==> src/rtl/cmdq_trig_pkg.sv <==
package cmdq_trig_pkg;

  typedef enum logic [2:0] {
    MODE_OFF  = 3'b000,
    MODE_SW   = 3'b001,
    MODE_RISE = 3'b010,
    MODE_FALL = 3'b011,
    MODE_BOTH = 3'b100
  } trigMode_e;

  typedef enum logic [1:0] {
    ST_IDLE,
    ST_READY,
    ST_XINT,
    ST_XEXT
  } execState_e;

  // strobes from control to datapath
  typedef struct packed {
    logic tcInc;     // one transfer completed
    logic passDone;  // end-of-queue transfer completed
  } ctrlStrobe_t;

  function automatic trigMode_e normMode(input logic [2:0] code);
    case (code)
      3'b001:  return MODE_SW;
      3'b010:  return MODE_RISE;
      3'b011:  return MODE_FALL;
      3'b100:  return MODE_BOTH;
      default: return MODE_OFF;
    endcase
  endfunction

endpackage

==> src/rtl/cmdq_trig_dp.sv <==
module cmdq_trig_dp
  import cmdq_trig_pkg::*;
#(
  parameter int TC_W = 8
) (
  input  logic            clk,
  input  logic            rstN,
  input  logic            cfgWr,
  input  logic [2:0]      cfgMode,
  input  logic            cfgSse,
  input  logic            tcClr,
  input  logic            trigIn,
  input  logic            execIdle,
  input  ctrlStrobe_t     strobes,
  output trigMode_e       modeQ,
  output logic            modeIsDis,
  output logic            disWrite,
  output logic            trigFire,
  output logic            sssQ,
  output logic [TC_W-1:0] tcCount
);

  trigMode_e newMode;
  logic      acceptEn;
  logic      sssSet;
  logic      trigValid;
  logic      trigPrev;
  logic      riseEv;
  logic      fallEv;
  logic      edgeHit;

  assign newMode   = normMode(cfgMode);
  assign modeIsDis = (modeQ == MODE_OFF);
  assign disWrite  = cfgWr && (newMode == MODE_OFF);
  assign acceptEn  = cfgWr && (newMode != MODE_OFF) &&
                     ((modeIsDis && execIdle) || (modeQ == newMode));
  assign sssSet    = acceptEn && cfgSse;

  always_ff @(posedge clk) begin
    if (!rstN)          modeQ <= MODE_OFF;
    else if (disWrite)  modeQ <= MODE_OFF;
    else if (acceptEn)  modeQ <= newMode;
  end

  always_ff @(posedge clk) begin
    if (!rstN)                 sssQ <= 1'b0;
    else if (disWrite)         sssQ <= 1'b0;
    else if (sssSet)           sssQ <= 1'b1;
    else if (strobes.passDone) sssQ <= 1'b0;
  end

  // edge history is discarded while off: first sample after entry only primes
  always_ff @(posedge clk) begin
    if (!rstN || modeIsDis) begin
      trigValid <= 1'b0;
      trigPrev  <= 1'b0;
    end else begin
      trigValid <= 1'b1;
      trigPrev  <= trigIn;
    end
  end

  assign riseEv = trigValid && trigIn && !trigPrev;
  assign fallEv = trigValid && !trigIn && trigPrev;

  always_comb begin
    case (modeQ)
      MODE_SW:   edgeHit = 1'b1;
      MODE_RISE: edgeHit = riseEv;
      MODE_FALL: edgeHit = fallEv;
      MODE_BOTH: edgeHit = riseEv || fallEv;
      default:   edgeHit = 1'b0;
    endcase
  end

  assign trigFire = !modeIsDis && !disWrite && sssQ && edgeHit;

  always_ff @(posedge clk) begin
    if (!rstN || tcClr)     tcCount <= '0;
    else if (strobes.tcInc) tcCount <= tcCount + 1'b1;
  end


  mode_hold_chk: assert property (@(posedge clk) disable iff (!rstN)
    (modeQ != MODE_OFF && $past(modeQ) != MODE_OFF) |-> modeQ == $past(modeQ));


  sss_off_chk: assert property (@(posedge clk) disable iff (!rstN)
    (modeQ == MODE_OFF) |-> !sssQ);


  tc_keep_chk: assert property (@(posedge clk) disable iff (!rstN)
    (!$past(tcClr) && !$past(strobes.tcInc)) |-> tcCount == $past(tcCount));

endmodule

==> src/rtl/cmdq_trig_ctrl.sv <==
module cmdq_trig_ctrl
  import cmdq_trig_pkg::*;
#(
  parameter int BIT_W     = 6,
  parameter int ABORT_BIT = 26
) (
  input  logic             clk,
  input  logic             rstN,
  input  logic             modeIsDis,
  input  logic             disWrite,
  input  logic             trigFire,
  input  logic             fifoNotEmpty,
  input  logic             cmdEoq,
  input  logic             cmdExt,
  input  logic             bufWrDone,
  input  logic             serDone,
  input  logic [BIT_W-1:0] serBitCnt,
  input  logic             invReq,
  output logic             running,
  output logic             execIdle,
  output logic             xferStart,
  output logic             xferAbort,
  output logic             fifoInval,
  output ctrlStrobe_t      strobes
);

  localparam logic [BIT_W-1:0] ABORT_LIM = BIT_W'(ABORT_BIT);

  execState_e state;
  execState_e stateNxt;
  logic       eoqQ;
  logic       stopReq;
  logic       canAbort;
  logic       doneNow;

  assign stopReq  = modeIsDis || disWrite;
  assign canAbort = serBitCnt < ABORT_LIM;

  assign xferStart = (state == ST_READY) && !stopReq && fifoNotEmpty;
  assign xferAbort = (state == ST_XEXT) && stopReq && canAbort;
  assign doneNow   = ((state == ST_XINT) && bufWrDone) ||
                     ((state == ST_XEXT) && serDone && !xferAbort);

  assign strobes.tcInc    = doneNow;
  assign strobes.passDone = doneNow && eoqQ;

  always_comb begin
    stateNxt = state;
    case (state)
      ST_IDLE:  if (trigFire) stateNxt = ST_READY;
      ST_READY: begin
        if (stopReq)        stateNxt = ST_IDLE;
        else if (xferStart) stateNxt = cmdExt ? ST_XEXT : ST_XINT;
      end
      ST_XINT, ST_XEXT: begin
        if (xferAbort)    stateNxt = ST_IDLE;
        else if (doneNow) stateNxt = (stopReq || eoqQ) ? ST_IDLE : ST_READY;
      end
      default: stateNxt = ST_IDLE;
    endcase
  end

  always_ff @(posedge clk) begin
    if (!rstN) begin
      state <= ST_IDLE;
      eoqQ  <= 1'b0;
    end else begin
      state <= stateNxt;
      if (xferStart) eoqQ <= cmdEoq;
    end
  end

  assign running   = (state != ST_IDLE);
  assign execIdle  = (state == ST_IDLE);
  assign fifoInval = invReq && execIdle;


  abort_idle_chk: assert property (@(posedge clk) disable iff (!rstN)
    xferAbort |=> !running);


  int_hold_chk: assert property (@(posedge clk) disable iff (!rstN)
    (state == ST_XINT && !bufWrDone) |=> state == ST_XINT);


  ext_late_hold_chk: assert property (@(posedge clk) disable iff (!rstN)
    (state == ST_XEXT && !serDone && !canAbort) |=> state == ST_XEXT);


  start_xfer_chk: assert property (@(posedge clk) disable iff (!rstN)
    xferStart |=> (state == ST_XINT || state == ST_XEXT));

endmodule

==> src/rtl/cmdq_trigger_ctrl.sv <==
module cmdq_trigger_ctrl
  import cmdq_trig_pkg::*;
#(
  parameter int TC_W      = 8,
  parameter int BIT_W     = 6,
  parameter int ABORT_BIT = 26
) (
  input  logic             clk,
  input  logic             rstN,
  input  logic             cfgWr,
  input  logic [2:0]       cfgMode,
  input  logic             cfgSse,
  input  logic             tcClr,
  input  logic             invReq,
  input  logic             trigIn,
  input  logic             fifoNotEmpty,
  input  logic             cmdEoq,
  input  logic             cmdExt,
  input  logic             bufWrDone,
  input  logic             serDone,
  input  logic [BIT_W-1:0] serBitCnt,
  input  logic             fillEn,
  input  logic             fifoFull,
  output logic [2:0]       modeOut,
  output logic             running,
  output logic             sssFlag,
  output logic [TC_W-1:0]  tcCount,
  output logic             xferStart,
  output logic             xferAbort,
  output logic             fifoInval,
  output logic             fillReq
);

  trigMode_e   modeQ;
  logic        modeIsDis;
  logic        disWrite;
  logic        trigFire;
  logic        execIdle;
  ctrlStrobe_t strobes;

  cmdq_trig_dp #(.TC_W(TC_W)) dp_i (
    .clk       (clk),
    .rstN      (rstN),
    .cfgWr     (cfgWr),
    .cfgMode   (cfgMode),
    .cfgSse    (cfgSse),
    .tcClr     (tcClr),
    .trigIn    (trigIn),
    .execIdle  (execIdle),
    .strobes   (strobes),
    .modeQ     (modeQ),
    .modeIsDis (modeIsDis),
    .disWrite  (disWrite),
    .trigFire  (trigFire),
    .sssQ      (sssFlag),
    .tcCount   (tcCount)
  );

  cmdq_trig_ctrl #(.BIT_W(BIT_W), .ABORT_BIT(ABORT_BIT)) ctrl_i (
    .clk          (clk),
    .rstN         (rstN),
    .modeIsDis    (modeIsDis),
    .disWrite     (disWrite),
    .trigFire     (trigFire),
    .fifoNotEmpty (fifoNotEmpty),
    .cmdEoq       (cmdEoq),
    .cmdExt       (cmdExt),
    .bufWrDone    (bufWrDone),
    .serDone      (serDone),
    .serBitCnt    (serBitCnt),
    .invReq       (invReq),
    .running      (running),
    .execIdle     (execIdle),
    .xferStart    (xferStart),
    .xferAbort    (xferAbort),
    .fifoInval    (fifoInval),
    .strobes      (strobes)
  );

  assign modeOut = modeQ;
  // fill requests are independent of mode and execution state
  assign fillReq = fillEn && !fifoFull;

endmodule

==> config.mk <==
export PLATFORM = sky130hd
export DESIGN_NAME = cmdq_trigger_ctrl
export DESIGN_NICKNAME = d
export VERILOG_FILES = /design/src/rtl/cmdq_trig_pkg.sv /design/src/rtl/cmdq_trig_dp.sv /design/src/rtl/cmdq_trig_ctrl.sv /design/src/rtl/cmdq_trigger_ctrl.sv
export SDC_FILE = /design/constraint.sdc
export NUM_CORES = 1
export LEC_CHECK = 0
export ABC_CLOCK_PERIOD_IN_PS = 3000
export BUFFER_PORTS_ARGS = -buffer_cell sky130_fd_sc_hd__buf_2
export CAP_MARGIN = 25
export CORE_ASPECT_RATIO = 1.75
export CORE_MARGIN = 2
export CORE_UTILIZATION = 49
export CTS_CLUSTER_SIZE = 25
export DETAILED_ROUTE_END_ITERATION = 6
export GPL_ROUTABILITY_DRIVEN = 0
export PLACE_DENSITY = 0.79
export SLEW_MARGIN = 20
export SYNTH_ARGS = -nofsm -noshare
export SYNTH_HDL_FRONTEND = slang
export SYNTH_HIERARCHICAL = 1
export SYNTH_SLANG_ARGS = --single-unit
==> constraint.sdc <==
create_clock -name clk -period 3 [get_ports clk]
set_clock_uncertainty 0.05 [all_clocks]
set_input_delay 0.15 -clock clk [delete_from_list [all_inputs] [get_ports clk]]
set_output_delay 0.15 -clock clk [all_outputs]
set_load 0.01 [all_outputs]
==> flow_metrics.env <==
export IMPL_tns_ns=0
export IMPL_cp_class="input port to flop"
export IMPL_finish_net_count=190
export IMPL_drv_cap=0
export IMPL_power_density_cell_area_nw_per_um2=396
export IMPL_synth_area_um2=1140
export IMPL_max_slew_margin_pct=71.3
export IMPL_first_global_vias=1044
export IMPL_vias=1079
export IMPL_synth_edff_count=0
export IMPL_worstMarginPinSlew_ns=0.428
export IMPL_detail_route_wirelength_mm=2.45
export IMPL_post_synth_inst_count=129
export IMPL_avg_cell_area_syn_um2=8.82
export IMPL_synth_area_top_cells="sky130_fd_sc_hd__dfxtp_1 30%, sky130_fd_sc_hd__buf_6 5.0%, sky130_fd_sc_hd__xor2_1 3.9%"
export IMPL_timing_final_crit_period_ns=2.24
export IMPL_ys_seq_elements=17
export IMPL_postCtsHoldBufs=0
export IMPL_hold_class="input port to flop"
export IMPL_track_usage_pct=21.3
export IMPL_post_cts_resized_instances=0
export IMPL_netlist_top_cells_count="17 x sky130_fd_sc_hd__dfxtp_1, 11 x sky130_fd_sc_hd__nor2_1, 9 x sky130_fd_sc_hd__nand2_1"
export IMPL_critical_path_startpoint_type="input port"
export IMPL_timing_final_setup_violations=0
export IMPL_clock_input_transition_at_the_sequential_cells_of_the_worst_setup_and_hold_paths_ns=0.07
export IMPL_final_util_pct=60.0
export IMPL_firstDrtPassIters=4
export IMPL_synth_lib_cells_used_distinct=57
export IMPL_die_width_um=40.4
export IMPL_pin_count=40
export IMPL_cts_made_buffers=3
export IMPL_timing_hold_worst_path_depth=2
export IMPL_vias_per_cell=5.68
export IMPL_place_worst_setup_slack_ns=0.509
export IMPL_synth_most_common_cell="sky130_fd_sc_hd__dfxtp_1"
export IMPL_syn2layout_area_growth_pct=18.5
export IMPL_timing_final_crit_share_pct=74.5
export IMPL_htreeDepth=1
export IMPL_clk_path_buf_depth=2
export IMPL_die_area_um2=2740
export IMPL_yosysTopAreaCellShare_pct=29.9
export IMPL_diodes=0
export IMPL_clock_fmax_ghz=0.447
export IMPL_die_y_extent_um=67.7
export IMPL_grt_start_max_net_pins=13
export IMPL_clock_root_buffer="sky130_fd_sc_hd__clkbuf_8"
export IMPL_clk_latency_ns=0.25
export IMPL_critical_path_max_fanout=9
export IMPL_layout_drive_gt1_share_pct=33.3
export IMPL_tritoncts_clock_tree="yes"
export IMPL_cts_sink_count=17
export IMPL_antenna_found_initial=0
export IMPL_grt_setup_unrepaired="no"
export IMPL_detail_route_antenna_nets=0
export IMPL_max_vdd_ir_drop_v=0.000304
export IMPL_fillerInstances=220
export IMPL_p_leak_nw=0.604
export IMPL_synth_ff_type="sky130_fd_sc_hd__dfxtp_1"
export IMPL_cp_required_ns=3.13
export IMPL_wl_per_cell_um=12.9
export IMPL_coreArea_um2=2240
export IMPL_grt_first_pass_wirelength_mm=4.13
export IMPL_worstRegToRegCells=8
export IMPL_fin_ws_ns=0.764
export IMPL_synthesized_net_count=153
export IMPL_detailedPlacementHpwl_mm=2.00
export IMPL_grt_overflow_total=0
export IMPL_placementRows=23
export IMPL_endpoint_kind="flop"
export IMPL_worst_endpoint_arrival_ns=2.37
export IMPL_synth_sequential_area_ratio_pct=29.9
export IMPL_post_cts_setup_buffers=0
export IMPL_numPortBuffers=38
export IMPL_report_final_hold_viol_count=0
export IMPL_floorplan_initialDensity_pct=50.7
export IMPL_drt_iter0_markers=6
export IMPL_async_flop_share_pct=0
export IMPL_synth_warning_count=6
export IMPL_post_synth_top_area_cell="sky130_fd_sc_hd__dfxtp_1"
export IMPL_status="complete, no violations"
export IMPL_drc=0
export IMPL_count_of_final_max_slew_check_failures=0
-- cell usage in the layout, fill, tap and decap left out, types with 2 or more instances in the layout --
cell type | netlist | routed
sky130_fd_sc_hd__buf_2 | 1 | 38
sky130_fd_sc_hd__dfxtp_1 | 17 | 17
sky130_fd_sc_hd__nor2_1 | 11 | 11
sky130_fd_sc_hd__nand2_1 | 9 | 9
sky130_fd_sc_hd__xor2_1 | 5 | 5
sky130_fd_sc_hd__inv_1 | 4 | 4
sky130_fd_sc_hd__and2_1 | 4 | 4
sky130_fd_sc_hd__nand4_1 | 4 | 4
sky130_fd_sc_hd__clkbuf_8 | 0 | 3
sky130_fd_sc_hd__nor3_1 | 3 | 3
sky130_fd_sc_hd__a21oi_1 | 3 | 3
sky130_fd_sc_hd__o22ai_1 | 3 | 3
sky130_fd_sc_hd__mux2i_1 | 3 | 3
sky130_fd_sc_hd__nor2b_1 | 3 | 3
sky130_fd_sc_hd__o21ai_0 | 3 | 3
sky130_fd_sc_hd__nand2b_1 | 2 | 2
sky130_fd_sc_hd__nor4b_1 | 2 | 2
sky130_fd_sc_hd__o21ai_1 | 2 | 2
sky130_fd_sc_hd__xnor2_1 | 2 | 2
sky130_fd_sc_hd__and2b_1 | 2 | 2
sky130_fd_sc_hd__and3b_1 | 2 | 2
sky130_fd_sc_hd__and3_1 | 2 | 2
sky130_fd_sc_hd__nand4b_1 | 2 | 2
sky130_fd_sc_hd__or3_1 | 2 | 2
sky130_fd_sc_hd__buf_4 | 1 | 2
-- final cells by class --
class	count	area, µm²	share of cell area, %
Inverter	4	15.0	1.11
Clock buffer	3	41.3	3.06
Tap cell	25	31.3	2.32
Timing Repair Buffer	40	205	15.2
Multi-Input combinational cell	100	709	52.6
Clock inverter	1	5.00	0.371
Sequential cell	17	340	25.3
-- state kept, by name, summed over array words and instances, names as in the netlist --
register and cells:
ctrl_i/state 2, dp_i/trigValid 1, dp_i/tcCount 8, dp_i/sssQ 1, ctrl_i/eoqQ 1, dp_i/trigPrev 1, dp_i/modeQ 3
-- kinds of logic (layout without fill, tap and decap cells) --
family	after synthesis	after routing	synth area share [%]
AND/OR/NAND/NOR	63	63	36.0
AO/OA/AOI/OAI	26	26	17.3
flip-flops	17	17	29.9
buffers and inverters	12	48	7.70
XOR/XNOR	7	7	5.39
multiplexers	3	3	2.64
adder cells (fa/ha/maj)	1	1	1.10
-- through the flow --
step / instances / power (mW) / instance area [µm²] / hold slack (ns)
after CTS: 190 / 0.540 / 1350 / 0.112
after detailed placement: 186 / 0.370 / 1300 / 0.370
final: 190 / 0.534 / 1350 / 0.110
after global routing: 190 / 0.566 / 1350 / 0.116
after global placement: 186 / 0.366 / 1300 / 0.360
after floorplan: 129 / 0.331 / 1140 / 0.222
-- power by group --
| group | total [mW] | internal, mW | leakage, nW | switching [mW] |
|---|---|---|---|---|
| clock network | 0.169 | 0.0921 | 0.0255 | 0.0768 |
| logic | 0.118 | 0.0557 | 0.441 | 0.0625 |
| registers | 0.247 | 0.234 | 0.138 | 0.0127 |
-- routing by layer --
metal  wire (µm)  GRT usage (%)
met5           0              0
met4          47           7.92
met3         120           3.95
met1         862           20.7
met2        1420           40.5
-- worst max-delay path: stages --
cell	delay, ns
sky130_fd_sc_hd__buf_2	0.14
sky130_fd_sc_hd__o21a_1	0.19
sky130_fd_sc_hd__o21ai_1	0.37
sky130_fd_sc_hd__inv_1	0.21
sky130_fd_sc_hd__nor2_2	0.22
sky130_fd_sc_hd__o41ai_1	0.10
sky130_fd_sc_hd__a21boi_1	0.23
sky130_fd_sc_hd__nand4_1	0.22
sky130_fd_sc_hd__or3_1	0.39
sky130_fd_sc_hd__a21oi_1	0.14
-- path summary, 6_finish.rpt --
kind / from / to / slack [ns]
setup / recovery: cfgMode[0] / dp_i/tcCount[7] / 0.76
hold / removal: trigIn / dp_i/trigPrev / 0.11
setup reg to reg: dp_i/modeQ[2] / dp_i/tcCount[7] / 0.88
hold reg to reg: dp_i/tcCount[7] / dp_i/tcCount[7] / 0.43
No activity file was read; power rests on OpenSTA's default activity.
